--- config.mk ---
export PLATFORM = sky130hd
export DESIGN_NAME = bus_wake_ctrl
export DESIGN_NICKNAME = d
export VERILOG_FILES = /design/src/rtl/bus_wake_pkg.sv /design/src/rtl/bus_wake_sync.sv /design/src/rtl/bus_wake_detect.sv /design/src/rtl/bus_wake_mode.sv /design/src/rtl/bus_wake_ctrl.sv
export SDC_FILE = /design/constraint.sdc
export NUM_CORES = 1
export LEC_CHECK = 0
export ABC_AREA = 1
export BUFFER_PORTS_ARGS = -buffer_cell sky130_fd_sc_hd__buf_2
export CAP_MARGIN = 20
export CORE_MARGIN = 5
export CORE_UTILIZATION = 30
export CTS_CLUSTER_DIAMETER = 150
export DETAILED_ROUTE_END_ITERATION = 6
export PLACE_DENSITY_LB_ADDON = 0.3
export SYNTH_ARGS = -nofsm -noshare
export SYNTH_HDL_FRONTEND = slang
export SYNTH_SLANG_ARGS = --single-unit
export TNS_END_PERCENT = 100
--- constraint.sdc ---
create_clock -name clk -period 1.8 [get_ports clk]
set_clock_uncertainty 0.2 [all_clocks]
set_input_delay 0.36 -clock clk [delete_from_list [all_inputs] [get_ports clk]]
set_output_delay 0.36 -clock clk [all_outputs]
set_load 0.01 [all_outputs]
--- src/rtl/bus_wake_pkg.sv ---
package bus_wake_pkg;
  typedef enum logic [2:0] {
    WK_IDLE  = 3'd0,
    WK_DOM1  = 3'd1,
    WK_REC   = 3'd2,
    WK_DOM2  = 3'd3,
    WK_AWAKE = 3'd4
  } wk_state_t;

  typedef enum logic {
    MODE_NORMAL  = 1'b0,
    MODE_STANDBY = 1'b1
  } op_mode_t;
endpackage

--- src/rtl/bus_wake_sync.sv ---
module bus_wake_sync #(
  parameter int STAGES = 2
) (
  input  logic clk,
  input  logic rst,
  input  logic d,
  output logic q
);
  logic [STAGES-1:0] sr;

  generate
    for (genvar i = 0; i < STAGES; i++) begin : g_stage
      if (i == 0) begin : g_first
        always_ff @(posedge clk) begin
          if (rst) sr[0] <= 1'b0;
          else     sr[0] <= d;
        end
      end else begin : g_next
        always_ff @(posedge clk) begin
          if (rst) sr[i] <= 1'b0;
          else     sr[i] <= sr[i-1];
        end
      end
    end
  endgenerate

  assign q = sr[STAGES-1];
endmodule

--- src/rtl/bus_wake_detect.sv ---
module bus_wake_detect
  import bus_wake_pkg::*;
#(
  parameter int T_DOM = 8,
  parameter int T_REC = 8,
  parameter int T_TMO = 64
) (
  input  logic clk,
  input  logic rst,
  input  logic en,
  input  logic bus_s,
  output logic woke
);
  localparam int PH_MAX = (T_DOM > T_REC) ? T_DOM : T_REC;
  localparam int CNT_W  = $clog2(PH_MAX + 1) + 1;
  localparam int TMO_W  = $clog2(T_TMO + 1) + 1;
  localparam logic [CNT_W-1:0] DOM_MIN  = CNT_W'(T_DOM);
  localparam logic [CNT_W-1:0] DOM_LAST = CNT_W'(T_DOM - 1);
  localparam logic [CNT_W-1:0] REC_MIN  = CNT_W'(T_REC);
  localparam logic [TMO_W-1:0] TMO_LAST = TMO_W'(T_TMO - 1);

  wk_state_t        st;
  logic [CNT_W-1:0] cnt;
  logic [TMO_W-1:0] tmo;

  always_ff @(posedge clk) begin
    if (rst || !en) begin
      st  <= WK_IDLE;
      cnt <= '0;
      tmo <= '0;
    end else begin
      case (st)
        WK_IDLE: begin
          if (bus_s) begin
            st  <= WK_DOM1;
            cnt <= CNT_W'(1);
          end
        end
        WK_DOM1: begin
          if (bus_s) begin
            if (cnt < DOM_MIN) cnt <= cnt + 1'b1;
          end else if (cnt >= DOM_MIN) begin
            st  <= WK_REC;
            cnt <= CNT_W'(1);
            tmo <= '0;
          end else begin
            st  <= WK_IDLE;
            cnt <= '0;
          end
        end
        WK_REC: begin
          tmo <= tmo + 1'b1;
          if (tmo >= TMO_LAST) begin
            st  <= WK_IDLE;
            cnt <= '0;
          end else if (!bus_s) begin
            if (cnt < REC_MIN) cnt <= cnt + 1'b1;
          end else if (cnt >= REC_MIN) begin
            st  <= WK_DOM2;
            cnt <= CNT_W'(1);
          end else begin
            st  <= WK_IDLE;
            cnt <= '0;
          end
        end
        WK_DOM2: begin
          tmo <= tmo + 1'b1;
          if (tmo >= TMO_LAST) begin
            st  <= WK_IDLE;
            cnt <= '0;
          end else if (bus_s) begin
            if (cnt >= DOM_LAST) st <= WK_AWAKE;
            else                 cnt <= cnt + 1'b1;
          end else begin
            st  <= WK_IDLE;
            cnt <= '0;
          end
        end
        WK_AWAKE: st <= WK_AWAKE;
        default: begin
          st  <= WK_IDLE;
          cnt <= '0;
        end
      endcase
    end
  end

  assign woke = (st == WK_AWAKE);
endmodule

--- src/rtl/bus_wake_mode.sv ---
module bus_wake_mode
  import bus_wake_pkg::*;
(
  input  logic clk,
  input  logic rst,
  input  logic stby_sel,
  input  logic tx_bit,
  input  logic bus_s,
  input  logic woke,
  output logic mode_stby,
  output logic drv_en,
  output logic rx_out
);
  op_mode_t mode_q;

  always_ff @(posedge clk) begin
    if (rst) mode_q <= MODE_STANDBY;
    else     mode_q <= stby_sel ? MODE_STANDBY : MODE_NORMAL;
  end

  assign mode_stby = (mode_q == MODE_STANDBY);

  always_ff @(posedge clk) begin
    if (rst) begin
      drv_en <= 1'b0;
      rx_out <= 1'b1;
    end else if (mode_stby) begin
      drv_en <= 1'b0;
      rx_out <= woke ? !bus_s : 1'b1;
    end else begin
      drv_en <= !tx_bit;
      rx_out <= !bus_s;
    end
  end
endmodule

--- src/rtl/bus_wake_ctrl.sv ---
module bus_wake_ctrl #(
  parameter int SYNC_STAGES = 2,
  parameter int T_DOM       = 8,
  parameter int T_REC       = 8,
  parameter int T_TMO       = 64
) (
  input  logic clk,
  input  logic rst,
  input  logic stby_sel,
  input  logic tx_bit,
  input  logic bus_dom,
  output logic drv_en,
  output logic rx_out
);
  logic bus_s;
  logic woke;
  logic mode_stby;

  bus_wake_sync #(.STAGES(SYNC_STAGES)) u_sync (
    .clk (clk),
    .rst (rst),
    .d   (bus_dom),
    .q   (bus_s)
  );

  bus_wake_detect #(.T_DOM(T_DOM), .T_REC(T_REC), .T_TMO(T_TMO)) u_det (
    .clk   (clk),
    .rst   (rst),
    .en    (mode_stby),
    .bus_s (bus_s),
    .woke  (woke)
  );

  bus_wake_mode u_mode (
    .clk       (clk),
    .rst       (rst),
    .stby_sel  (stby_sel),
    .tx_bit    (tx_bit),
    .bus_s     (bus_s),
    .woke      (woke),
    .mode_stby (mode_stby),
    .drv_en    (drv_en),
    .rx_out    (rx_out)
  );
endmodule

==> summary.txt <==
Synth
  • Flops & latches, synth: 21
  • Avg Inst Size Synth: between 6 and 7 um^2
  • Yosys warns: 0
  • Post-Synth XOR/XNOR Area: 0.007479
  • Combinational family with the most area after synthesis: simple AND/OR/NAND/NOR gates
  • Yosys top cell area share: 0.3590
  • Prevailing post-synth register cell: dfxtp_1
  • Syn nets: between 150 and 200
  • Synth top area cells: dfxtp_1, nand2_1, a21oi_1, nand3_1, inv_1
  • Cell Area, Synth: 1171 um^2
  • Post-synth top area cell: dfxtp_1
  • Compound-Gate Fraction of Synth Area: 0.1421
  • Proportion of synthesized area in mux cells: 0
  • Post-Synth Adder-Cell Area: 0.03205
  • Post-synth cell types: 25
  • Part of the Yosys area used for sequential elements: 0.3590
  • Cells after Synth: 169
  • Post-Synth Simple-Gate Area: 0.3857
  • Post-synth EDFFs: 0
  • FFs w/ async S/R, synth: 0

Floorplan
  • Die area: 5253 um^2
  • Die height: 72.48 um
  • Die Span X: a little over 70 um
  • Row Count: 22
  • Core area: 3716 um^2
  • Initial core utilization: 0.3152
  • Top Ports: 7

Critical path
  • Worst path most repeated cell: nand2_4
  • R2r worst-path depth: 9
  • Critical Path RT: 1790 ps
  • CP max-delay cell: dfxtp_2
  • Crit end category: flip-flop
  • Worst-path cell chain: ha_4 -> nand3_2 -> o21ai_4 -> nor2_4 -> nand2_4 -> nand2_4 -> inv_2 -> nand2_1 -> a21oi_1
  • Crit path largest cell delay: around 390 ps
  • Critical Path Source Type: flip-flop
  • WS Path Type: reg -> reg
  • Critical Path AT: ~1600 ps
  • CP max FO: 6

STA
  • Final Hold Violating Endpoints: 0
  • Relative slew slack: 0.7841
  • Final Cycle Share: 0.8992
  • Setup TNS: 0 ps
  • RSZ-0062 raised after global routing: no
  • Worst Tran Pin Value: roughly 320 ps
  • Fin crit period: 1619 ps
  • Max Clk Rate: 0.6178 GHz
  • Final setup margin: between 150 and 200 ps
  • Max-slew violations: 0
  • Finish-stage setup viols: 0

Clock tree
  • PostCTS Resize Cnt: 0
  • H-tree Lvls: 1
  • Worst-Skew Late Latency: 260 ps
  • Clk sink count: 21
  • CTS tree: yes
  • CTS Buffer Depth: 2
  • Post-CTS Setup Inserts: 0
  • TritonCTS buffer count: 3
  • Clk slew on worst S/H paths: 80 ps
  • Hold-fix buffers, CTS: 0
  • CTS Root Cell: clkbuf_8

GRT
  • First-pass GRT wire length: 4347 um
  • GRT Resource Usage Total: 0.1015
  • Gr ovfl total: 0
  • Vias in the first global route: 993
  • Initial antenna violation count: 0
  • Maximum number of pins on one net before global-route repair: 13

Drt
  • Vias: 1088
  • Detailed Routing Iterations Pass 1: 4
  • Final WL: 2416 um
  • DR DRC count: 0
  • Via density: about 4.8
  • Initial DRC count: 33
  • Wirelength per Cell: ~11 um
  • Post-DRT Antenna Nets: 0

Placed design
  • I/O Buffers: 6
  • Setup WS pre-CTS: around 120 ps
  • Detailed placer's ending HPWL: 1809 um
  • Routability Congestion: about 0.80

Layout
  • Fillers: 394
  • Footprint of the multi-input gates: around 680 um^2
  • Ratio of cells with drive above 1 in the final layout: 0.1889
  • Area Growth Syn to Fin: 13.78%
  • Register area: approximately 420 um^2
  • Antenna cells: 0
  • Nets@finish: 189

Job
  • Total of max-cap violations: 0

Worst hold path
  • Worst hold-check path type: in -> reg
  • Hold depth: 2

Pwr
  • Max VDD drop: 0.4327 mV
  • Power per cell area: 732.7 nW/um^2
  • Lkg Pwr: between 0.5 and 0.6 nW

Status
  • Status: finished, final reports clean
[layout by cell type, fill, tap and decap left out]
master	synthesis	routed
inv_1	18	18
o21ai_4	1	1
nand2_2	2	2
dfxtp_1	21	19
o21ai_1	2	2
ha_4	0	1
clkbuf_8	0	3
nor4_1	1	1
nand3b_1	1	1
xor2_1	1	1
nor2_1	15	14
o21ai_2	2	2
clkinv_2	0	1
or2_2	1	1
nand2_1	43	43
buf_4	0	1
a21oi_1	16	16
dfxtp_2	0	2
nor3b_2	1	1
nand2_4	2	2
nor3_1	4	4
nand3_1	15	15
buf_2	0	6
nor2_2	0	1
o21a_1	2	2
nor2_4	2	2
inv_2	5	5
nand3_2	3	3
ha_1	3	2
nand4_1	3	3
a211oi_1	1	1
o21ai_0	4	4
[per-layer routing]
metal / up-vias / part of all wire / global-route usage
li1: 573 / - / -
met1: 489 / 0.54 / 0.1508
met2: 21 / 0.41 / 0.1405
met3: 5 / 0.023 / 0.01247
met4: 0 / 0.022 / 0.05328
met5: - / 0 / 0
[synthesized netlist by cell type (all sizes together), types with 2 or more instances]
cell type and instances:
nand2 47, o21ai 9, o21a 2, nand3 18
ha 3, inv 23, dfxtp 21, nor2 17
nand4 3, nor3 4, a21oi 16
[flip-flops by register name (all words and copies together), names as in the netlist]
signal / count
u_mode.drv_en: 1
u_sync.sr: 1
u_det.st: 3
u_sync.q: 1
u_det.cnt: 5
u_det.tmo: 8
u_mode.mode_stby: 1
u_mode.rx_out: 1
[final cells by class]
| type | instances | share of cell area |
|---|---|---|
| multi-input cells | 125 | 0.5099 |
| flip-flops and latches | 21 | 0.3174 |
| inverters | 23 | 0.06479 |
| repair buffers | 7 | 0.02817 |
| well taps | 48 | 0.04507 |
| clock inverters | 1 | 0.003756 |
| clock buffers | 3 | 0.03099 |
[logic make-up (layout without fill, tap and decap cells)]
family | count (synthesis) | in the layout
AOI/OAI and AO/OA | 28 | 28
xor gates and xnor gates | 1 | 1
adders and majority gates | 3 | 3
buffers and inverters | 23 | 34
DFF | 21 | 21
and+or+nand+nor | 93 | 93
[critical path, delay by kind of cell (launching register included)]
family / cells / cell delay [ps]
buf+inv: 1 / 70
flops: 1 / 390
compound gates: 2 / 350
simple gates: 5 / 370
fa+ha+maj: 1 / 170
[stage by stage]
| step | hold slack (ps) | util | power (mW) | std cells | cell area, um^2 |
|---|---|---|---|---|---|
| after global routing | 55.53 | 0.3586 | 1.030 | 228 | 1333 |
| final | 37.82 | 0.3586 | 0.9764 | 228 | 1333 |
| after CTS | 35.48 | 0.3539 | 0.9803 | 228 | 1315 |
| after detailed placement | 196.0 | 0.3414 | 0.6690 | 224 | 1269 |
| after global placement | 192.3 | 0.3414 | 0.6713 | 224 | 1269 |
| after floorplan | 188.3 | - | 0.6306 | 169 | 1171 |
[path summary, 6_finish.rpt]
kind                                  start                         to  slack [ps]
hold / removal                       tx_bit   u_mode.drv_en$_SDFF_PP0_          40
setup / recovery  u_det.tmo[0]$_SDFFE_PP0P_  u_det.cnt[1]$_SDFFE_PP0P_         180
setup reg to reg  u_det.tmo[0]$_SDFFE_PP0P_  u_det.cnt[1]$_SDFFE_PP0P_         180
hold reg to reg     u_sync.sr[0]$_SDFF_PP0_        u_sync.q$_SDFF_PP0_         200
[power breakdown]
group | leakage, nW | switching [mW] | internal [mW]
Clock | 0.0255 | 0.158 | 0.154
Combinational | 0.365 | 0.105 | 0.0575
Sequential | 0.171 | 0.0218 | 0.480
No activity file was read; power rests on OpenSTA's default activity.
